## src/rtl/scsi_regblk_pkg.sv

```systemverilog
// Package: slot indices, bit positions and write masks shared by the
// register block, its submodules and its checker.
package scsi_regblk_pkg;

    localparam int REG_W = 16;

    // Word slot indices (byte offset / 4)
    localparam int SLOT_CTRL    = 3;
    localparam int SLOT_OWNID   = 4;
    localparam int SLOT_TARGET  = 5;
    localparam int SLOT_DETECT  = 6;
    localparam int SLOT_DATA    = 8;
    localparam int SLOT_DMAMODE = 9;
    localparam int SLOT_CONN    = 18;
    localparam int SLOT_XFER    = 19;
    localparam int SLOT_CMD     = 20;

    // Status write classes (14 stored bits, 15..14 are summaries)
    localparam logic [13:0] CONN_CLR_MASK = 14'h3B88;
    localparam logic [13:0] CONN_KEEP_MASK = 14'h3BF7;
    localparam logic [13:0] XFER_CLR_MASK = 14'h2C18;
    localparam logic [13:0] XFER_KEEP_MASK = 14'h0C17;

    // Flags feeding the summaries
    localparam logic [13:0] CONN_SUM_MASK = 14'h3B80;
    localparam logic [13:0] XFER_SUM_MASK = 14'h2C10;

    // Connection status bits
    localparam int CONN_SCHG = 7;
    localparam int CONN_LINK = 6;
    localparam int CONN_SELP = 2;

    // Data-transfer status bits
    localparam int XFER_TXE = 11;

    // Command bits
    localparam int CMD_DMA   = 15;
    localparam int CMD_RST   = 14;
    localparam int CMD_DROP  = 10;
    localparam int CMD_SEL   = 8;
    localparam int CMD_MOVE  = 7;

    // Storage mask of a plain slot; 0 means the slot is not stored here.
    function automatic logic [REG_W-1:0] slot_mask(input int idx);
        case (idx)
            SLOT_OWNID, SLOT_TARGET:           return 16'h0007;
            SLOT_DATA:                         return 16'h00FF;
            SLOT_DMAMODE:                      return 16'h0003;
            SLOT_DETECT, SLOT_CONN, SLOT_XFER,
            SLOT_CMD:                          return 16'h0000;
            default:                           return 16'hFFFF;
        endcase
    endfunction

endpackage

```

## src/rtl/scsi_reg_store.sv

```systemverilog
// Plain register storage: one slot per aligned word offset.
// Assumes at most one write per cycle; each slot keeps only the bits of
// its mask, and a slot with an all-zero mask is a constant zero.
module scsi_reg_store
    import scsi_regblk_pkg::*;
#(
    parameter int NSLOT  = 32,
    parameter int SLOT_W = $clog2(NSLOT)
) (
    input  logic                          clk,
    input  logic                          rst_n,
    input  logic                          wr_en,
    input  logic [SLOT_W-1:0]             wr_slot,
    input  logic [REG_W-1:0]              wr_data,
    output logic [NSLOT-1:0][REG_W-1:0]   slots_q
);

    for (genvar i = 0; i < NSLOT; i++) begin : g_slot
        localparam logic [REG_W-1:0] MASK = slot_mask(i);
        if (MASK == '0) begin : g_const
            // Slot owned elsewhere or read-only: reads as zero here
            assign slots_q[i] = '0;
        end else begin : g_reg
            // Store masked write data for this slot
            always_ff @(posedge clk) begin
                if (!rst_n)
                    slots_q[i] <= '0;
                else if (wr_en && (wr_slot == SLOT_W'(i)))
                    slots_q[i] <= wr_data & MASK;
            end
        end
    end

endmodule

```

## src/rtl/scsi_status_engine.sv

```systemverilog
// Connection status, data-transfer status and command register, with the
// command effects. Write merging comes first, then the tick phase count,
// then (on tick or command write) disconnect, select and transfer in order.
// Assumes at most one of the three write strobes is active per cycle.
module scsi_status_engine
    import scsi_regblk_pkg::*;
(
    input  logic              clk,
    input  logic              rst_n,
    input  logic              tick,
    input  logic              conn_wr,
    input  logic              xfer_wr,
    input  logic              cmd_wr,
    input  logic [REG_W-1:0]  wdata,
    output logic [13:0]       conn_q,
    output logic [13:0]       xfer_q,
    output logic [REG_W-1:0]  cmd_q
);

    logic [13:0]      conn_d, xfer_d;
    logic [REG_W-1:0] cmd_d;
    logic             eval;

    assign eval = tick || cmd_wr;

    // Next-state of the three registers, applied in a fixed order
    always_comb begin
        conn_d = conn_q;
        xfer_d = xfer_q;
        cmd_d  = cmd_q;
        if (conn_wr)
            conn_d = ((conn_q & ~(wdata[13:0] & CONN_CLR_MASK)) & CONN_KEEP_MASK)
                   | (wdata[13:0] & ~CONN_CLR_MASK & ~CONN_KEEP_MASK);
        if (xfer_wr)
            xfer_d = ((xfer_q & ~(wdata[13:0] & XFER_CLR_MASK)) & XFER_KEEP_MASK)
                   | (wdata[13:0] & ~XFER_CLR_MASK & ~XFER_KEEP_MASK);
        if (cmd_wr) begin
            cmd_d = wdata;
            cmd_d[CMD_RST] = 1'b0;
        end
        if (tick)
            xfer_d[2:0] = xfer_d[2:0] + 3'd1;
        if (eval) begin
            if (cmd_d[CMD_DROP]) begin
                if (conn_d[CONN_LINK])
                    conn_d[CONN_SCHG] = 1'b1;
                conn_d[CONN_LINK] = 1'b0;
                conn_d[CONN_SELP] = 1'b0;
                cmd_d[CMD_DROP]   = 1'b0;
            end
            if (cmd_d[CMD_SEL]) begin
                cmd_d[CMD_SEL]    = 1'b0;
                conn_d[CONN_SELP] = 1'b1;
                conn_d[CONN_LINK] = 1'b0;
            end
            if (cmd_d[CMD_MOVE] && (cmd_d[6:4] == conn_d[6:4]) &&
                (cmd_d[1:0] == xfer_d[1:0]) && !conn_d[CONN_SELP] &&
                !cmd_d[CMD_DMA]) begin
                cmd_d[CMD_MOVE]  = 1'b0;
                xfer_d[XFER_TXE] = 1'b1;
            end
        end
    end

    // State registers
    always_ff @(posedge clk) begin
        if (!rst_n) begin
            conn_q <= '0;
            xfer_q <= '0;
            cmd_q  <= '0;
        end else begin
            conn_q <= conn_d;
            xfer_q <= xfer_d;
            cmd_q  <= cmd_d;
        end
    end

endmodule

```

## src/rtl/scsi_irq_merge.sv

```systemverilog
// Summary flags and interrupt. Purely combinational from stored status;
// assumes the status inputs come straight from registers.
module scsi_irq_merge
    import scsi_regblk_pkg::*;
(
    input  logic [13:0] conn_q,
    input  logic [13:0] xfer_q,
    input  logic        irq_en,
    output logic        conn_sum,
    output logic        xfer_sum,
    output logic        irq
);

    // OR-reduce the flags of each status register and gate with enable
    always_comb begin
        conn_sum = |(conn_q & CONN_SUM_MASK);
        xfer_sum = |(xfer_q & XFER_SUM_MASK);
        irq      = irq_en && (conn_sum || xfer_sum);
    end

endmodule

```

## src/rtl/scsi_regblk.sv

```systemverilog
// Top of the SCSI controller register block. Decodes aligned word accesses,
// routes writes to plain storage or the status engine, and muxes read data
// (combinational, same cycle). Misaligned accesses are dropped.
module scsi_regblk
    import scsi_regblk_pkg::*;
#(
    parameter int ADDR_W = 7
) (
    input  logic              clk,
    input  logic              rst_n,
    input  logic              tick,
    input  logic              bus_sel,
    input  logic              bus_wr,
    input  logic [ADDR_W-1:0] bus_addr,
    input  logic [REG_W-1:0]  bus_wdata,
    output logic [REG_W-1:0]  bus_rdata,
    output logic              irq
);

    localparam int SLOT_W = ADDR_W - 2;
    localparam int NSLOT  = 1 << SLOT_W;

    logic                        acc_ok, wr_ok;
    logic [SLOT_W-1:0]           slot;
    logic                        conn_wr, xfer_wr, cmd_wr;
    logic [NSLOT-1:0][REG_W-1:0] slots_q;
    logic [13:0]                 conn_q, xfer_q;
    logic [REG_W-1:0]            cmd_q;
    logic                        conn_sum, xfer_sum;
    logic                        csr_ie;

    // Address decode
    always_comb begin
        acc_ok  = bus_sel && (bus_addr[1:0] == 2'b00);
        wr_ok   = acc_ok && bus_wr;
        slot    = bus_addr[ADDR_W-1:2];
        conn_wr = wr_ok && (slot == SLOT_W'(SLOT_CONN));
        xfer_wr = wr_ok && (slot == SLOT_W'(SLOT_XFER));
        cmd_wr  = wr_ok && (slot == SLOT_W'(SLOT_CMD));
    end

    scsi_reg_store #(.NSLOT(NSLOT), .SLOT_W(SLOT_W)) u_store (
        .clk     (clk),
        .rst_n   (rst_n),
        .wr_en   (wr_ok),
        .wr_slot (slot),
        .wr_data (bus_wdata),
        .slots_q (slots_q)
    );

    scsi_status_engine u_engine (
        .clk     (clk),
        .rst_n   (rst_n),
        .tick    (tick),
        .conn_wr (conn_wr),
        .xfer_wr (xfer_wr),
        .cmd_wr  (cmd_wr),
        .wdata   (bus_wdata),
        .conn_q  (conn_q),
        .xfer_q  (xfer_q),
        .cmd_q   (cmd_q)
    );

    assign csr_ie = slots_q[SLOT_CTRL][0];

    scsi_irq_merge u_merge (
        .conn_q   (conn_q),
        .xfer_q   (xfer_q),
        .irq_en   (csr_ie),
        .conn_sum (conn_sum),
        .xfer_sum (xfer_sum),
        .irq      (irq)
    );

    // Read mux: status words carry both summaries in bits 15..14
    always_comb begin
        if (!acc_ok)
            bus_rdata = '0;
        else if (slot == SLOT_W'(SLOT_CONN))
            bus_rdata = {conn_sum, xfer_sum, conn_q};
        else if (slot == SLOT_W'(SLOT_XFER))
            bus_rdata = {conn_sum, xfer_sum, xfer_q};
        else if (slot == SLOT_W'(SLOT_CMD))
            bus_rdata = cmd_q;
        else
            bus_rdata = slots_q[slot];
    end

endmodule

```

## config.mk

```make
export PLATFORM = sky130hd
export DESIGN_NAME = scsi_regblk
export DESIGN_NICKNAME = d
export VERILOG_FILES = /design/src/rtl/scsi_regblk_pkg.sv /design/src/rtl/scsi_reg_store.sv /design/src/rtl/scsi_status_engine.sv /design/src/rtl/scsi_irq_merge.sv /design/src/rtl/scsi_regblk.sv
export SDC_FILE = /design/constraint.sdc
export NUM_CORES = 1
export LEC_CHECK = 0
export CORE_ASPECT_RATIO = 0.9
export CORE_MARGIN = 1
export CORE_UTILIZATION = 40
export CTS_CLUSTER_SIZE = 25
export DETAILED_ROUTE_END_ITERATION = 10
export PLACE_DENSITY = 0.62
export SETUP_SLACK_MARGIN = 0.1
export SLEW_MARGIN = 40
export SYNTH_ARGS = -nofsm -noshare
export SYNTH_HDL_FRONTEND = slang
export SYNTH_SLANG_ARGS = --single-unit
```

## constraint.sdc

```tcl
create_clock -name clk -period 3.5 [get_ports clk]
set_input_delay 0.35 -clock clk [delete_from_list [all_inputs] [get_ports clk]]
set_output_delay 0.35 -clock clk [all_outputs]
set_load 0.05 [all_outputs]
```

# Word-level counts from Yosys, hierarchy flattened
# Index checks and enable logic that the tools add are counted.
# op_classes
n_addsub	1
magnitude_cmp	1
n_eq_ne	32
n_mux	23
bitwise	7
reduce_logical	47
# ops
op	n
2-to-1 mux 16 bit	6
binary-select mux 16 bit (select 5 bit)	1
== test 5 bit (second input constant)	16
== test 5 x 4 -> 1 bit (second input constant)	8
logical AND 1 bit	38
== test 5 x 3 -> 1 bit (second input constant)	3
bitwise AND 14 bit	1
NOT 14 bit	1
bitwise OR 14 x 11 -> 14 bit	1
bitwise OR 12 x 13 -> 13 bit	1
bitwise AND 12 bit	1
2-to-1 mux 12 bit	1
NOT 12 bit	1
2-to-1 mux 1 bit	11
== test 5 x 2 -> 1 bit (second input constant)	2
2-to-1 mux 8 bit	1
less-than comparator 5 x 6 -> 1 bit (second input constant)	1
OR reduction 6 bit	1
== test 5 x 1 -> 1 bit (second input constant)	1
logical NOT 5 bit	1
2-to-1 mux 2 bit	2
OR reduction 4 bit	1
adder 3 x 1 -> 3 bit (second input constant)	1
== test 3 bit	1
7 further kinds	9
# totals
register_bits	442
in_bits	28
output_inout_bits	17
wordCells	146

# Logic depth before layout (Yosys ltp)
# logic_depth
word_depth	16
depth_mapped	9
ltp_nobuf	5

# Cells and area by module
# From an unflattened synthesis, not the netlist that was laid out.
# unflattened
cells_unflattened	2115
hier_area_um2	21481.9
# modules_own_cells
module	instances	cells_per_inst	area_each_um2	seq_area_each_um2
scsi_reg_store	1	1483	15199.6	8007.7
scsi_regblk	1	475	4737.0	0.0
scsi_status_engine	1	150	1498.9	720.7
scsi_irq_merge	1	7	46.3	0.0

# Worst setup path after synthesis
# Ideal clock, no wire load.
# synth_path
path_kind	input to output
from	in bus_addr[2]
to	out bus_rdata[1]
arrival_ns	2.746
required_time_ns	3.150
slack_ns	0.404
path_stages	8
n_path_buf	3
cell_sequence	buf_4 -> buf_6 -> nor2_1 -> buf_4 -> a221oi_1 -> a221oi_1 -> o221ai_1 -> a311oi_1
# synth_via
elab_chain_len	6
elab_cells_between_ends	9
classes_between	3 x eq/ne; 6 x mux
# synth_rtl
element	line_no	text
from (decl)	scsi_regblk.sv:14	input logic [ADDR_W-1:0] bus_addr,
binary-select mux 16 bit (select 5 bit)	scsi_regblk.sv:86	bus_rdata = slots_q[slot];
2-to-1 mux 16 bit (not written as such)	scsi_regblk.sv:86	
2-to-1 mux 16 bit	scsi_regblk.sv:83	else if (slot == SLOT_W'(SLOT_CMD))
2-to-1 mux 16 bit	scsi_regblk.sv:81	else if (slot == SLOT_W'(SLOT_XFER))
2-to-1 mux 16 bit *	scsi_regblk.sv:79	else if (slot == SLOT_W'(SLOT_CONN))
2-to-1 mux 16 bit *	scsi_regblk.sv:77	if (!acc_ok)
to (decl)	scsi_regblk.sv:16	output logic [REG_W-1:0] bus_rdata,
# Mark *: on every way between the ends. The rest lies on a longest branch, timed or not. The select of a mux whose other input is x is not followed.

# Worst setup path after layout
# layout_path
from	in bus_addr[3]
to	out bus_rdata[12]
# The elaborated chain is that of the path after synthesis.

==> results.md <==
- Setup violations, final: 0
- Post-synth net total: 2275
- Total grt overflow: 0
- CP required: 3.15 ns
- Critical Path Start Type: input port
- Critical Path Sink Type: primary output
- Sequential share of the synthesized area: 41.2%
- CP arrival: 3.06 ns
- Layout cells sized above 1: 13.2%
- CTS tree: done
- GPL Wtd Cong: 0.949
- Routed via count: 16600
- YS warnings: 0
- Row cnt: 79
- Setup crit end: bus_rdata[12]
- Final WS setup: 0.0859 ns
- Place WS: 0.204 ns
- Slew margin rel.: 44.0%
- Initial core utilization: 40.7%
- Routed Antenna Nets: 0
- # IOs: 45
- Pwr dens: 457 nW/µm²
- Mapped Area: 21200 µm²
- HP Class: input port to flip-flop
- Worst-Skew Late Latency: 0.60 ns
- Maximum clock rate: 293 MHz
- Tcrit/Tclk final: 97.5%
- Max_cap viols: 0
- Die height: 220 µm
- R2R depth: 5
- GRT Max-Usage Layer: met2
- Worst setup startpoint: bus_addr[3]
- Final HPWL DP: 42.6 mm
- GR Layer Usage met3: 3.65%
- Ant diodes: 0
- Routed len/inst: 22.5 µm
- Number of synthesized flops with an enable pin: 0
- Syn Inst Count: 2246
- H-Tree Level Count: 2
- R2r startpoint: u_engine.xfer_q[0]
- GR Layer Usage met1: 33.9%
- First-pass GRT wire length: 100 mm
- Setup Crit Path Kind: input port to primary output
- Worst-Margin Slew: 0.837 ns
- DRT Pass-1 Iters: 5
- Initial antenna violation count: 0
- Max-slew violations: 0
- Clock Sinks: 436
- CP Max Fanout: 53
- Tmin final: 3.41 ns
- Via density: 5.64
- RSZ-0062 raised after global routing: false
- Worst VDD drop: 366 µV
- Starting DRT DRC Count: 1604
- Post-Route WL: 66.3 mm
- Outcome: completed
- Final Hold Viols: 0
- Setup Skew: 0.00751 ns
- Primary FF master, synth: dfxtp_1
- Synth-to-layout area growth: 12.9%
- CTS Buf Count: 48
- Largest net degree at the start of global routing: 164
- Final Util: 46.0%
- GRT Resource Usage Total: 24.4%
- Layout Nets: 2252
- DR DRC count: 0
- CTS root buf: clkbuf_16
- Final hold slack: 0.181 ns
- Met2 global-route usage: 38.5%
- CTS max path bufs: 3
- Avg Cell Area, Syn: 9.43 µm²
- Setup TNS: 0 ns
- Input/output buffers: 44
- Die extent in x: 245 µm
- Yosys reg bits: 436
- Leak Pwr: 8.09 nW
- Core ar.: 52000 µm²
- Vias in the first global route: 15900
- Worst reg2reg setup slack: 1.78 ns
- Die area: 53900 µm²
- Post-synth ARST share: 0%
- Yosys cell types: 87
- Final Power: 10.9 mW
- Worst reg2reg path endpoint: u_engine.cmd_q[7]
- Clock slew at reported path FFs: 0.06 ns
-- worst min-delay path by stage --
stage | start | end | slack [ns] | cells past startpoint
after global routing | rst_n | u_engine.xfer_q[10] | 0.19 | 3
final | rst_n | u_engine.cmd_q[7] | 0.18 | 3
after floorplan | u_engine.conn_q[8] | u_engine.conn_q[8] | 0.42 | 2
after CTS | bus_wdata[11] | u_engine.conn_q[11] | 0.21 | 2
after detailed placement | u_engine.conn_q[12] | u_engine.conn_q[12] | 0.44 | 2
after global placement | u_engine.xfer_q[10] | u_engine.xfer_q[10] | 0.44 | 2
-- sequential cells by signal, indices dropped and copies added, names as in the netlist --
signal / count
u_engine.xfer_q: 12
u_store.slots_q: 400
u_engine.cmd_q: 15
u_engine.conn_q: 9
-- logic make-up (layout without fill, tap and decap cells) --
kind of cell / Yosys count / count (layout) / share of synthesized area [%]
simple gates: 850 / 850 / 20.2
flops: 436 / 436 / 41.2
compound gates: 395 / 395 / 13.5
mux: 345 / 345 / 19.4
buf+inv: 215 / 228 / 5.44
xor+xnor: 4 / 4 / 0.165
fa+ha+maj: 1 / 1 / 0.0591
-- cells in the final DEF, fill, tap and decap left out, types with 8 or more instances in the layout --
cell type          n
clkbuf_8          13
mux2_2            27
nor2_1            45
o211ai_1          10
o21ai_0           36
clkinv_2           8
mux2i_1          269
nand3_1           23
buf_12            22
mux4_2            49
clkbuf_1          10
a21oi_1           35
and3_1            13
a221oi_1          11
and2_1            10
dfxtp_1          436
a22oi_1           13
nand2_1          452
buf_4             85
nor2b_1          222
nor3_1            13
nand2b_1          11
clkbuf_16         48
a21boi_0         205
nor2_8            10
clkdlybuf4s50_1   21
-- cell usage after synthesis, types with 4 or more instances --
cell        n  share of area [%]
nand2_1   452                8.0
dfxtp_1   436                 41
mux2i_1   269                 13
nor2b_1   222                6.6
a21boi_0  205                7.3
clkbuf_1  100                1.8
buf_2      53                1.3
mux4_2     49                5.2
nor2_1     45               0.80
o21ai_0    36               0.85
a21oi_1    35               0.83
mux2_2     27                1.4
nand3_1    23               0.54
buf_6      19                1.0
buf_4      17               0.60
buf_1      14               0.25
a22oi_1    13               0.46
and3_1     13               0.38
nor3_1     13               0.31
a221oi_1   11               0.45
nand2b_1   11               0.33
and2_1     10               0.30
nor2_8     10               0.95
o211ai_1   10               0.35
nor4_1      7               0.21
o22a_1      7               0.29
o22ai_1     7               0.21
a211oi_1    6               0.21
a31oi_1     6               0.18
inv_1       6               0.11
o221ai_1    6               0.25
o31ai_1     6               0.21
or3_1       6               0.18
nand3b_1    5               0.18
o32ai_1     5               0.21
a32oi_1     4               0.17
-- timing repair --
| item | in CTS | in global routing |
|---|---|---|
| buffers inserted | 0 | 0 |
| resized for setup | 0 | 1 |
| hold buffers | 0 | 0 |
| setup endpoints to repair | 0 | 2 |
-- routing by layer --
layer	vias up	routed length [µm]
met4	0	2160
met1	8142	29400
met5	-	0
met2	651	29800
met3	128	4960
li1	7695	-
-- layout make-up --
cell class                      count  area, µm²
Inverter                            6       22.5
Multi-Input combinational cell   1595      11300
Tap cell                          688        861
Timing Repair Buffer              136       1380
Clock buffer                       70       1400
Sequential cell                   436       8730
Fill cell                        4922      28100
Clock inverter                     16        218
-- report_power, final --
group          total, mW  switching, mW  internal, mW
clock               5.21           2.13          3.08
sequential          4.98        0.00619          4.97
combinational      0.743          0.481         0.262
-- through the flow --
stage	instance area, µm²	std cells
CTS	23900	2946
finish	23900	2947
floorplan	21200	2246
detailed placement	22300	2860
global placement	22300	2860
global route	23900	2947
-- worst max-delay path, stage by stage --
cell and delay [ns]:
clkbuf_8 0.49, buf_4 0.35, mux2_2 0.36, a31o_2 0.24, nor4_1 0.58, a211o_1 0.28
a21oi_1 0.14, buf_12 0.17
Note: power is estimated with default switching activity, not from simulation.
